$ cat src/rtl/sd_jump_gen_pkg.sv
package sd_jump_gen_pkg;

  parameter int DEF_FRAC_W = 5;
  parameter int DEF_INT_W  = 1;

  typedef struct packed {
    logic addEn;   // fraction is nonzero: accumulator advances and may carry
    logic intOnly; // fraction is zero: count is the integer part alone
  } strobe_t;

endpackage

$ cat src/rtl/sd_jump_ctrl.sv
module sd_jump_ctrl #(
  parameter int FRAC_W = sd_jump_gen_pkg::DEF_FRAC_W
) (
  input  logic [FRAC_W-1:0]            fracPart,
  output sd_jump_gen_pkg::strobe_t     strobes
);

  always_comb begin
    strobes.addEn   = |fracPart;
    strobes.intOnly = ~(|fracPart);
  end

endmodule

$ cat src/rtl/sd_jump_dp.sv
module sd_jump_dp #(
  parameter int FRAC_W = sd_jump_gen_pkg::DEF_FRAC_W,
  parameter int INT_W  = sd_jump_gen_pkg::DEF_INT_W,
  parameter int OUT_W  = 2
) (
  input  logic                         clk,
  input  logic                         rstN,
  input  logic [FRAC_W-1:0]            fracPart,
  input  logic [INT_W-1:0]             intPart,
  input  sd_jump_gen_pkg::strobe_t     strobes,
  output logic [OUT_W-1:0]             jumpCount
);

  logic [FRAC_W-1:0] accQ;
  logic [FRAC_W:0]   sumWide;
  logic              carry;
  logic [OUT_W-1:0]  intExt;
  logic [OUT_W-1:0]  nextCount;

  always_comb begin
    sumWide   = {1'b0, accQ} + {1'b0, fracPart};
    carry     = sumWide[FRAC_W] & strobes.addEn;
    intExt    = OUT_W'(intPart);
    nextCount = strobes.intOnly ? intExt : (intExt + OUT_W'(carry));
  end

  always_ff @(posedge clk or negedge rstN) begin
    if (!rstN) begin
      accQ      <= '0;
      jumpCount <= '0;
    end else begin
      if (strobes.addEn) begin
        accQ <= sumWide[FRAC_W-1:0];
      end
      jumpCount <= nextCount;
    end
  end

endmodule

$ cat src/rtl/sd_jump_gen.sv
module sd_jump_gen #(
  parameter int FRAC_W = sd_jump_gen_pkg::DEF_FRAC_W,
  parameter int INT_W  = sd_jump_gen_pkg::DEF_INT_W,
  localparam int WORD_W = FRAC_W + INT_W,
  localparam int OUT_W  = $clog2((1 << INT_W) + 1)
) (
  input  logic              clk,
  input  logic              rstN,
  input  logic [WORD_W-1:0] jumpWord,
  output logic [OUT_W-1:0]  jumpCount
);

  sd_jump_gen_pkg::strobe_t strobes;
  logic [FRAC_W-1:0] fracPart;
  logic [INT_W-1:0]  intPart;

  assign fracPart = jumpWord[FRAC_W-1:0];
  assign intPart  = jumpWord[WORD_W-1:FRAC_W];

  sd_jump_ctrl #(.FRAC_W(FRAC_W)) ctrl_i (
    .fracPart (fracPart),
    .strobes  (strobes)
  );

  sd_jump_dp #(.FRAC_W(FRAC_W), .INT_W(INT_W), .OUT_W(OUT_W)) dp_i (
    .clk       (clk),
    .rstN      (rstN),
    .fracPart  (fracPart),
    .intPart   (intPart),
    .strobes   (strobes),
    .jumpCount (jumpCount)
  );

endmodule

$ cat config.mk
export PLATFORM = sky130hd
export DESIGN_NAME = sd_jump_gen
export DESIGN_NICKNAME = d
export VERILOG_FILES = /design/src/rtl/sd_jump_gen_pkg.sv /design/src/rtl/sd_jump_ctrl.sv /design/src/rtl/sd_jump_dp.sv /design/src/rtl/sd_jump_gen.sv
export SDC_FILE = /design/constraint.sdc
export NUM_CORES = 1
export LEC_CHECK = 0
export CAP_MARGIN = 10
export CORE_AREA = 5 5 42 44
export CTS_CLUSTER_DIAMETER = 60
export CTS_CLUSTER_SIZE = 8
export DETAILED_ROUTE_END_ITERATION = 8
export DIE_AREA = 0 0 47 49
export PLACE_DENSITY = 0.64
export SETUP_SLACK_MARGIN = 0.2
export SYNTH_ARGS = -nofsm -noshare
export SYNTH_HDL_FRONTEND = slang
export SYNTH_SLANG_ARGS = --single-unit
$ cat constraint.sdc
create_clock -name clk -period 5.5 [get_ports clk]
set_clock_uncertainty 0.05 [all_clocks]
set_input_delay 1.1 -clock clk [delete_from_list [all_inputs] [get_ports clk]]
set_output_delay 1.1 -clock clk [all_outputs]
set_load 0.05 [all_outputs]
======== Word level (Yosys, flattened, before mapping) ========
Index checks and enable logic that the tools add are counted.
word-level totals
  bits in registers ....................... 7
operators by class
  add/sub/neg operators ................... 2
  mux-type cells .......................... 1
  bitwise logic cells ..................... 1
  reduce and logical (&&, ||, !) cells .... 1
operators with widths
  operator              number
  adder 5 x 5 -> 6 bit  1
  OR reduction 5 bit    1
  adder 1 x 1 -> 2 bit  1
  2-to-1 mux 2 bit      1
  bitwise AND 1 bit     1

======== Longest topological paths before layout ========
Gate-level depths: netlist of run 1.
  depth in word-level cells ............... 4
  depth in mapped cells ................... 7
  gate-level depth less buffers ........... 7

======== Hierarchy ========
A second synthesis of run 1 with hierarchy kept.
unflattened totals
  cell total of the unflattened synthesis .. 47
  area total of the unflattened synthesis .. 500.5 µm²
modules (own cells, without submodules)
  module        times used  cells an instance  area an instance (µm²)
  sd_jump_dp    1           43                 476.7
  sd_jump_ctrl  1           4                  23.8

======== Least setup slack after synthesis of run 1 ========
OpenSTA, ideal clock, no wires.
  path type ............................... input to register
  start ................................... in jumpWord[0]
  end ..................................... reg dp_i.jumpCount[0]
  setup time .............................. 0.125 ns
  arrival time ............................ 2.446 ns
  required time ........................... 5.325 ns
  path slack .............................. 2.879 ns
  stages .................................. 6
  buffers on the path ..................... 1
  path through ............................ or4_4 > nor2_4 > buf_6 > a211oi_1 > ha_1 > mux2_2
on the way
  word-level cells in the longest chain between the ends .. 4
  elaborated cells on any way between the ends .. 5
ends and longest elaborated chain
  element                                                            line                                                     text
  start: declaration                                                 sd_jump_gen.sv:9                                         input logic [WORD_W-1:0] jumpWord,
  adder 5 x 5 -> 6 bit / OR reduction 5 bit (equally long branches)  sd_jump_dp.sv:21, sd_jump_ctrl.sv:9, sd_jump_ctrl.sv:10
  bitwise AND 1 bit                                                  sd_jump_dp.sv:22                                         carry = sumWide[FRAC_W] & strobes.addEn;
  adder 1 x 1 -> 2 bit                                               sd_jump_dp.sv:24                                         nextCount = strobes.intOnly ? intExt : (intExt + OUT_W'(carry));
  2-to-1 mux 2 bit *                                                 sd_jump_dp.sv:24
  named net dp_i.nextCount[0]                                        sd_jump_dp.sv:18                                         logic [OUT_W-1:0] nextCount;
  end signal: assignment                                             sd_jump_dp.sv:35                                         jumpCount <= nextCount;
  end: declaration                                                   sd_jump_dp.sv:11                                         output logic [OUT_W-1:0] jumpCount
Mark *: on every way through the listed nets, which the timed path passes. The rest lies on a longest branch.
A chain may end at the register's enable or synchronous reset.

======== Final worst setup path of run 1 ========
  start ................................... in jumpWord[1]
  end ..................................... reg dp_i.jumpCount[0]
The elaborated chain is that of the path after synthesis.

==> results of run 1 <==
-- layer usage --
layer	routed length, um	vias up	share of wire [%]	global-route usage, %
met5	0	-	0	0
met4	8	0	1.1	2.76
met3	38	2	5.1	6.64
met2	335	7	45	10.6
met1	358	136	48	10.1
li1	-	173	-	-
-- placed cells by master (no fill, tap or decap), drive strengths merged --
master	count
clkdlybuf4s50	9
dfrtp	7
ha	6
nor2	5
nand2	4
o21ai	4
clkbuf	4
inv	3
a21oi	2
nand2b	2
mux2	2
xor2	2
a21o	1
or4	1
a211oi	1
nor2b	1
xnor2	1
fa	1
-- area by class of cell --
| cell class | instances | area [um2] |
|---|---|---|
| inverters | 3 | 11.3 |
| fillers | 140 | 803 |
| multi-input cells | 33 | 275 |
| clock buffers | 4 | 26.3 |
| repair buffers | 9 | 90.1 |
| flip-flops and latches | 7 | 175 |
| well taps | 16 | 20.0 |
-- logic make-up (layout without fill, tap and decap cells) --
| family | Yosys count | in the layout | share of synthesized area, % |
|---|---|---|---|
| buf+inv | 4 | 16 | 4.76 |
| mux | 2 | 2 | 4.76 |
| compound gates | 8 | 8 | 12.7 |
| fa+ha+maj | 7 | 7 | 20.1 |
| flops | 7 | 7 | 37.0 |
| simple gates | 13 | 13 | 15.1 |
| xor+xnor | 3 | 3 | 5.56 |
-- worst max-delay path, delay by kind of cell --
kind / cells / cell delay [ns]
and+or+nand+nor: 1 / 0.14
muxes: 1 / 0.25
AOI/OAI and AO/OA: 3 / 0.44
adders and majority gates: 2 / 0.53
buffers and inverters: 1 / 0.55
-- metrics by stage --
step / power (mW) / utilization, % / std cells
2_1_floorplan: 0.225 / - / 44
3_3_place_gp: 0.261 / 40.8 / 68
3_5_place_dp: 0.263 / 40.8 / 68
4_1_cts: 0.313 / 42.7 / 72
5_1_grt: 0.338 / 42.7 / 72
6_report: 0.306 / 42.7 / 72
-- how the worst max path moves through the flow --
| stage | cells past startpoint | from | end | slack (ns) |
|---|---|---|---|---|
| 2_1_floorplan | 6 | jumpWord[0] | dp_i.jumpCount[0]$_DFF_PN0_ | 2.88 |
| 6_report | 8 | jumpWord[1] | dp_i.jumpCount[0]$_DFF_PN0_ | 2.56 |
| 4_1_cts | 8 | jumpWord[1] | dp_i.jumpCount[0]$_DFF_PN0_ | 2.55 |
| 3_3_place_gp | 8 | jumpWord[1] | dp_i.jumpCount[0]$_DFF_PN0_ | 2.29 |
| 3_5_place_dp | 8 | jumpWord[1] | dp_i.jumpCount[0]$_DFF_PN0_ | 2.29 |
| 5_1_grt | 8 | jumpWord[1] | dp_i.jumpCount[0]$_DFF_PN0_ | 2.46 |
-- registers in the layout (all words and copies together), names as in the netlist --
signal	cells
dp_i.accQ	5
dp_i.jumpCount	2
-- power groups by stage --
stage / sequential, mW / combinational, mW / clock, mW
finish: 0.0905 / 0.169 / 0.0458
global route: 0.0948 / 0.191 / 0.0519
CTS: 0.0907 / 0.173 / 0.0493
detailed placement: 0.0916 / 0.172 / 0
global placement: 0.0910 / 0.170 / 0
floorplan: 0.112 / 0.113 / 0
==> reports/qor.yml, run 1 <==
status:
  status: "finished clean"
floorplan:
  initial_core_util_pct: 33.8
  die_w_um: 47
  ios: 10
  rows: 14
  core_area_um2: 1400
  fp.dieH_um: 49
  dieArea_um2: 2300
critical_path:
  cp_slowest_cell: "clkdlybuf4s50_1"
  end_kind: "register"
  arrival_ns: 3.02
  cp_max_fo: 3
  cp.required_ns: 5.58
  path_common_cell: "ha_1"
  critPathKind: "input pin to register"
  startpoint_type: "input pin"
  path_cells: "clkdlybuf4s50_1 -> ha_1 -> a21o_1 -> a21oi_1 -> nand2b_1 -> a211oi_1 -> ha_1 -> mux2_2"
  reg2reg_depth: 7
  rrSetupSlack_ns: 3.55
  r2r_end: "dp_i.jumpCount[0]$_DFF_PN0_"
  slowest_delay_ns: 0.55
  r2r-start: "dp_i.accQ[1]$_DFFE_PN0P_"
global_routing:
  grt_max_degree: 13
  antenna_found_initial: 0
  grt_use_total_pct: 8.23
  grt_pass1_vias: 310
  grt-ovfl-total: 0
  grt_pass1_wl_mm: 1.30
job:
  cap_violations: 0
logic_synthesis:
  yosys.area.top_type: "dfrtp_1"
  syn-cell-area_um2: 473
  synth.distinct_cells: 18
  synth_edf_count: 0
  ys_ff_latch: 7
  ys_top_cells_by_area: "dfrtp_1 37%, ha_1 16%, o21ai_2 7.4%, mux2_2 4.8%, fa_1 4.2%"
  ys.flop_type: "dfrtp_1"
  async_flop_share_pct: 100
  syn-mean-instance-area_um2: 10.7
  synth_fp_nets: 59
  synth_most_common_cell: "dfrtp_1"
  synth_top_area_share_pct: 37.0
  yosys_warnings: 0
  yosysSeqAreaShare_pct: 37.0
  synthTopCellsByCount: "7 x dfrtp_1, 6 x ha_1, 4 x nand2_1, 4 x nor2_1, 4 x o21ai_2"
  synth_cells: 44
pwr:
  p_int_mw: 0.188
  cellLeakagePower_nw: 0.262
  ir_drop_mv: 0.205
  switching_share_pct: 38.4
  switchingPower_mw: 0.117
  p_per_area_nw_per_um2: 511
  seqPwrFrac_pct: 29.6
  p_comb_share_pct: 55.4
  clock_power_share_pct: 15.0
detailed_routing:
  drc_errors: 0
  dr.pass1.iters: 2
  via_per_inst: 4.42
  num_vias: 318
  wl_per_cell_um: 10.3
  ant_nets: 0
  drtIter0Drc: 3
  finalWirelength_um: 740
sta:
  fmax_mhz: 340
  setup_ws_ns: 2.56
  slew_viol_final: 0
  slew_headroom_pct: 67.4
  hold-worst-slack_ns: 0.429
  rsz0062_at_grt: "false"
  finalSetupViolCount: 0
  fin_crit_ns: 2.94
  worst_slew_pin_slew_ns: 0.488
  setup-tns-final_ns: 0
  period_share_pct: 53.5
  hold_viol_final: 0
clocking:
  clockBufferDepth: 2
  cts_tree: "built"
  clock-root-buffer: "clkbuf_4"
  ctsHoldBuffers: 0
  clkLatencyLatePin_ns: 0.25
  cts_sinks: 7
  cts_inserted_buffers: 3
  clkTransAtPathRegs_ns: 0.05
  cts_resized: 0
  cts_setup_buffers: 0
  htree_levels: 1
final_layout:
  stdcell_area_um2: 598
  area_growth_pct: 26.5
  num_antenna_cells: 0
  final_nets: 72
  drive_above_1_share_pct: 19.6
placement:
  post-place-ws_ns: 2.29
  post_dp_cell_area_um2: 572
  gp_congestion: 0.749
  io_buffers: 9
worst_hold_path:
  hold_class: "register to register"
  hp-start: "dp_i.accQ[2]$_DFFE_PN0P_"
  hold_depth: 2
  hold_end: "dp_i.accQ[2]$_DFFE_PN0P_"
(Power assumes the default switching activity.)
==> run 2, diff against run 1 <==
Clock period 5.5 ns to 2.85 ns, I/O delays scaled along.
==> reports/qor.yml, run 2 (synthesis results as in run 1) <==
final_layout:
  final_util_pct: 43.8  # +1.1 points
  final_nets: 74  # +2.8%
  reg.largest.list: "dp_i.accQ x5, dp_i.jumpCount x2"
  largest_register: "dp_i.accQ"
  mostFrequentLayoutCells: "9 x clkdlybuf4s50_1, 7 x dfrtp_1, 6 x ha_1"
  num_antenna_cells: 0  # unchanged
  largest_reg_flops: 5  # unchanged
  drive_above_1_share_pct: 22.4  # +2.8 points
  area_growth_pct: 29.6
  layout_commonest_cell: "clkdlybuf4s50_1"
critical_path:
  cp.required_ns: 2.94  # -2.64 ns
  arrival_ns: 2.40  # -0.62 ns
  startpoint_type: "input pin"
  path_cells: "clkdlybuf4s50_1 -> ha_1 -> a21o_1 -> a21oi_1 -> nand2b_1 -> a211oi_1 -> ha_1 -> mux2_2"
  path_buf_inv: 1  # unchanged
  cp.depth: 8  # unchanged
  crit_family: "adder cells"
  reg2reg_depth: 7  # unchanged
  slowest_delay_ns: 0.43  # -0.12 ns
  critPathKind: "input pin to register"
  cp_slowest_cell: "clkdlybuf4s50_1"
  end_kind: "register"
  path_common_cell: "ha_1"
  cp_max_fo: 2  # -1
floorplan:
  dieArea_um2: 2300  # unchanged
  core_area_um2: 1400  # unchanged
  ios: 10  # unchanged
  initial_core_util_pct: 33.8  # unchanged
  fp.dieH_um: 49  # unchanged
  die_w_um: 47  # unchanged
  rows: 14  # unchanged
global_routing:
  grt_pass1_wl_mm: 1.33  # +2.6%
  grt_max_degree: 12  # -1
  grt_use_total_pct: 8.44  # +0.21 points
  grt-ovfl-total: 0  # unchanged
  antenna_found_initial: 0  # unchanged
  grt_pass1_vias: 347  # +12%
placement:
  io_buffers: 9  # unchanged
  post-place-ws_ns: 0.257  # -2.03 ns
  gp_congestion: 0.800  # +6.8%
  hpwl_um: 657
clocking:
  htree_levels: 1  # unchanged
  cts_setup_buffers: 0  # unchanged
  ctsHoldBuffers: 0  # unchanged
  cts_inserted_buffers: 3  # unchanged
  clkLatencyLatePin_ns: 0.25  # about the same
  cts_tree: "built"
  clock-root-buffer: "clkbuf_4"
  clockBufferDepth: 2  # unchanged
  cts_sinks: 7  # unchanged
  cts_resized: 0  # unchanged
  clkTransAtPathRegs_ns: 0.05  # about the same
sta:
  setup-tns-final_ns: 0  # unchanged
  worst_slew_pin_slew_ns: 0.488  # +0.0000403 ns
  period_share_pct: 81.1
  rsz0062_at_grt: "false"
  finalSetupViolCount: 0  # unchanged
  fmax_mhz: 433
  hold_viol_final: 0  # unchanged
  fin_crit_ns: 2.31
  slew_viol_final: 0  # unchanged
  setup_ws_ns: 0.538  # -2.02 ns
  slew_headroom_pct: 67.4  # about the same
pwr:
  ir_drop_mv: 0.631  # +210%
  cellLeakagePower_nw: 0.273  # +3.9%
  p_per_area_nw_per_um2: 974  # +91%
detailed_routing:
  num_vias: 345  # +8.5%
  dr.pass1.iters: 4  # +2
  routed.top_layer: "met4"
  ant_nets: 0  # unchanged
  dr_wl_met3_um: 62  # +63%
  via_per_inst: 4.66  # +5.6%
  drtIter0Drc: 3  # unchanged
  drc_errors: 0  # unchanged
  dr_wl_met2_um: 426  # +27%
  finalWirelength_um: 808  # +9.2%
  wl_met1_um: 313  # -13%
  wl_per_cell_um: 10.9  # +6.2%
worst_hold_path:
  hold_depth: 2  # unchanged
  hold_class: "register to register"
job:
  cap_violations: 0  # unchanged
status:
  status: "finished clean"
==> run 2: cell count changes in the layout (fill, tap and decap cells not counted), sizes merged <==
cell	before	now
buf	0	2
==> run 2: path summary, 6_finish.rpt <==
path                                           from                          end  slack [ns]
min reg2reg                dp_i.accQ[2]$_DFFE_PN0P_     dp_i.accQ[2]$_DFFE_PN0P_        0.44
min                        dp_i.accQ[2]$_DFFE_PN0P_     dp_i.accQ[2]$_DFFE_PN0P_        0.44
max                                     jumpWord[1]  dp_i.jumpCount[0]$_DFF_PN0_        0.54
max in group asynchronous                      rstN     dp_i.accQ[2]$_DFFE_PN0P_        1.97
min in group asynchronous                      rstN  dp_i.jumpCount[1]$_DFF_PN0_        0.53
max reg2reg                dp_i.accQ[1]$_DFFE_PN0P_  dp_i.jumpCount[0]$_DFF_PN0_        0.90
==> run 2: power breakdown <==
group,internal (mW),switching [mW],total (mW)
Sequential,0.152,0.0251,0.177
Clock,0.0534,0.0366,0.0901
Combinational,0.160,0.170,0.331
==> run 2: worst reg2reg max path: cells and delay by family (launching register included) <==
| family | cells | cell delay, ns |
|---|---|---|
| adders and majority gates | 2 | 0.53 |
| AOI/OAI and AO/OA | 3 | 0.46 |
| DFF | 1 | 0.40 |
| muxes | 1 | 0.25 |
| and+or+nand+nor | 1 | 0.14 |
==> run 2: cell type report <==
type                       count  area [um2]
fill                         149         788
clock buffer                   4        26.3
inverter                       3        11.3
multi-input combinational     33         275
sequential                     7         175
timing repair buffer          11         105
tap                           16        20.0
==> run 2: stage by stage <==
step                      total power, mW  area, um2  hold WS, ns  cells
after floorplan                     0.435        473        0.224     44
after global placement              0.501        587        0.416     70
after detailed placement            0.513        587        0.426     70
after CTS                           0.608        613        0.438     74
after global routing                0.661        613        0.463     74
final                               0.597        613        0.435     74
==> run 2: per-layer routing <==
metal,global-route usage [%],vias to the layer above
li1,-,175
met1,8.09,159
met2,14.0,9
met3,5.54,2
met4,2.76,0
met5,0,-
==> run 3, diff against run 2 <==
Clock period 2.85 ns to 2.13 ns, I/O delays scaled along.
==> reports/qor.yml, run 3 (synthesis results as in run 1) <==
floorplan:
  die_w_um: 47  # unchanged
  fp.dieH_um: 49  # unchanged
  initial_core_util_pct: 33.8  # unchanged
  core_area_um2: 1400  # unchanged
  dieArea_um2: 2300  # unchanged
  rows: 14  # unchanged
  ios: 10  # unchanged
detailed_routing:
  wl_per_cell_um: 11.1  # +1.6%
  via_per_inst: 4.58  # -1.8%
  dr.pass1.iters: 3  # -1
  ant_nets: 0  # unchanged
  drtIter0Drc: 5  # +2
  finalWirelength_um: 899  # +11%
  num_vias: 371  # +7.5%
  drc_errors: 0  # unchanged
placement:
  hpwl_um: 699  # +6.3%
  post_dp_cell_area_um2: 639  # +9.0%
  io_buffers: 9  # unchanged
  gp_congestion: 0.794  # -0.74%
global_routing:
  grt_pass1_wl_mm: 1.73  # +30%
  grt_max_degree: 12  # unchanged
  grt_pass1_vias: 390  # +12%
  antenna_found_initial: 0  # unchanged
  grt_use_total_pct: 10.7  # +2.2 points
  grt-ovfl-total: 0  # unchanged
critical_path:
  rrSetupSlack_ns: 0.23  # -0.67 ns
  reg2reg_depth: 7  # unchanged
  startpoint_type: "input pin"
  r2r_end: "dp_i.jumpCount[0]$_DFF_PN0_"
  cp_slowest_cell: "or4_4"
  arrival_ns: 2.00  # -0.40 ns
  cp_max_fo: 2  # unchanged
  slowest_delay_ns: 0.44  # about the same
  cp.required_ns: 2.22  # -0.72 ns
  end_kind: "register"
  path_cells: "clkdlybuf4s50_1 -> or4_4 -> nor2_4 -> a211oi_2 -> ha_1 -> mux2_2"
  critPathKind: "input pin to register"
  r2r-start: "dp_i.accQ[1]$_DFFE_PN0P_"
sta:
  hold-worst-slack_ns: 0.389  # -0.0461 ns
  finalSetupViolCount: 0  # unchanged
  period_share_pct: 89.8
  setup-tns-final_ns: 0  # unchanged
  worst_slew_pin_slew_ns: 0.493  # +0.00494 ns
  slew_viol_final: 0  # unchanged
  fin_crit_ns: 1.91
  slew_headroom_pct: 67.1  # -0.33 points
  fmax_mhz: 523
  hold_viol_final: 0  # unchanged
  rsz0062_at_grt: "true"
clocking:
  clkLatencyLatePin_ns: 0.25  # about the same
  clock-root-buffer: "clkbuf_4"
  htree_levels: 1  # unchanged
  cts_tree: "built"
  clkTransAtPathRegs_ns: 0.05  # about the same
  cts_sinks: 7  # unchanged
  cts_setup_buffers: 0  # unchanged
  cts_inserted_buffers: 3  # unchanged
  clockBufferDepth: 2  # unchanged
final_layout:
  largest_reg_flops: 5  # unchanged
  seqCellArea_um2: 175  # unchanged
  drive_above_1_share_pct: 38.5  # +16 points
  stdcell_area_um2: 692  # +13%
  num_antenna_cells: 0  # unchanged
  largest_register: "dp_i.accQ"
  reg.largest.list: "dp_i.accQ x5, dp_i.jumpCount x2"
  mostFrequentLayoutCells: "9 x buf_4, 7 x dfrtp_1, 5 x clkdlybuf4s50_1"
  layout_commonest_cell: "buf_4"
  area_growth_pct: 46.3
  multi_input_area_um2: 307  # +11%
  nFillCells: 141  # -5.4%
  final_nets: 81  # +9.5%
pwr:
  p_per_area_nw_per_um2: 1350  # +39%
  cellLeakagePower_nw: 0.318  # +17%
  ir_drop_mv: 0.637  # +1.0%
status:
  status: "finished clean"
job:
  cap_violations: 0  # unchanged
worst_hold_path:
  hold_class: "input pin to async pin"
## run 3: changes by cell type in the layout (fill, tap and decap cells not counted), sizes merged
cell | previous run | this run
buf | 2 | 9
clkdlybuf4s50 | 9 | 5
dlygate4sd2 | 0 | 4
## run 3: worst max path at each step
stage	start	end	slack, ns
final	jumpWord[4]	dp_i.jumpCount[0]$_DFF_PN0_	0.22
after global routing	dp_i.accQ[1]$_DFFE_PN0P_	dp_i.jumpCount[0]$_DFF_PN0_	0.14
after CTS	dp_i.accQ[1]$_DFFE_PN0P_	dp_i.jumpCount[0]$_DFF_PN0_	0.22
after detailed placement	jumpWord[1]	dp_i.jumpCount[0]$_DFF_PN0_	-0.30
after global placement	jumpWord[1]	dp_i.jumpCount[0]$_DFF_PN0_	-0.27
after floorplan	jumpWord[0]	dp_i.jumpCount[0]$_DFF_PN0_	0.18
## run 3: per-layer routing
metal	vias to the layer above	share of wire (%)	GRT usage, %
met2	8	53	16.3
met4	0	0	2.76
met3	0	5.9	6.64
li1	190	-	-
met1	173	41	12.2
met5	-	0	0
## run 3: cell type report
class	instances	area share (%)
Tap cell	16	2.89
Sequential cell	7	25.3
Clock buffer	4	3.80
Multi-Input combinational cell	33	44.3
Inverter	3	1.63
Timing Repair Buffer	18	22.1
## run 3: power by group
part           switching (mW)  total (mW)  leakage (nW)  internal [mW]
clock                  0.0479       0.119        0.0150         0.0714
sequential             0.0364       0.239        0.0834          0.203
combinational           0.267       0.577         0.220          0.310
total                   0.351       0.936         0.318          0.585
## run 3: critical path, delay by kind of cell
| kind | cells | cell delay [ns] |
|---|---|---|
| buffers and inverters | 1 | 0.43 |
| adder cells (fa/ha/maj) | 1 | 0.26 |
| AO/OA/AOI/OAI | 1 | 0.04 |
| multiplexers | 1 | 0.26 |
| AND/OR/NAND/NOR | 2 | 0.58 |
## run 3: through the flow
stage	cells	worst slack [ns]	total power [mW]	utilization, %
floorplan	44	0.183	0.581	-
global placement	77	-0.265	0.752	45.6
detailed placement	77	-0.296	0.768	45.6
CTS	81	0.223	0.949	49.4
global route	81	0.143	1.04	49.4
finish	81	0.218	0.936	49.4
## run 3: repair_timing
| item | in CTS | in global routing |
|---|---|---|
| pin swaps | 5 | 0 |
| resized for setup | 9 | 0 |
| cloned | 0 | 0 |
| endpoints found under the setup margin | 3 | 2 |
| hold buffers | 0 | 0 |
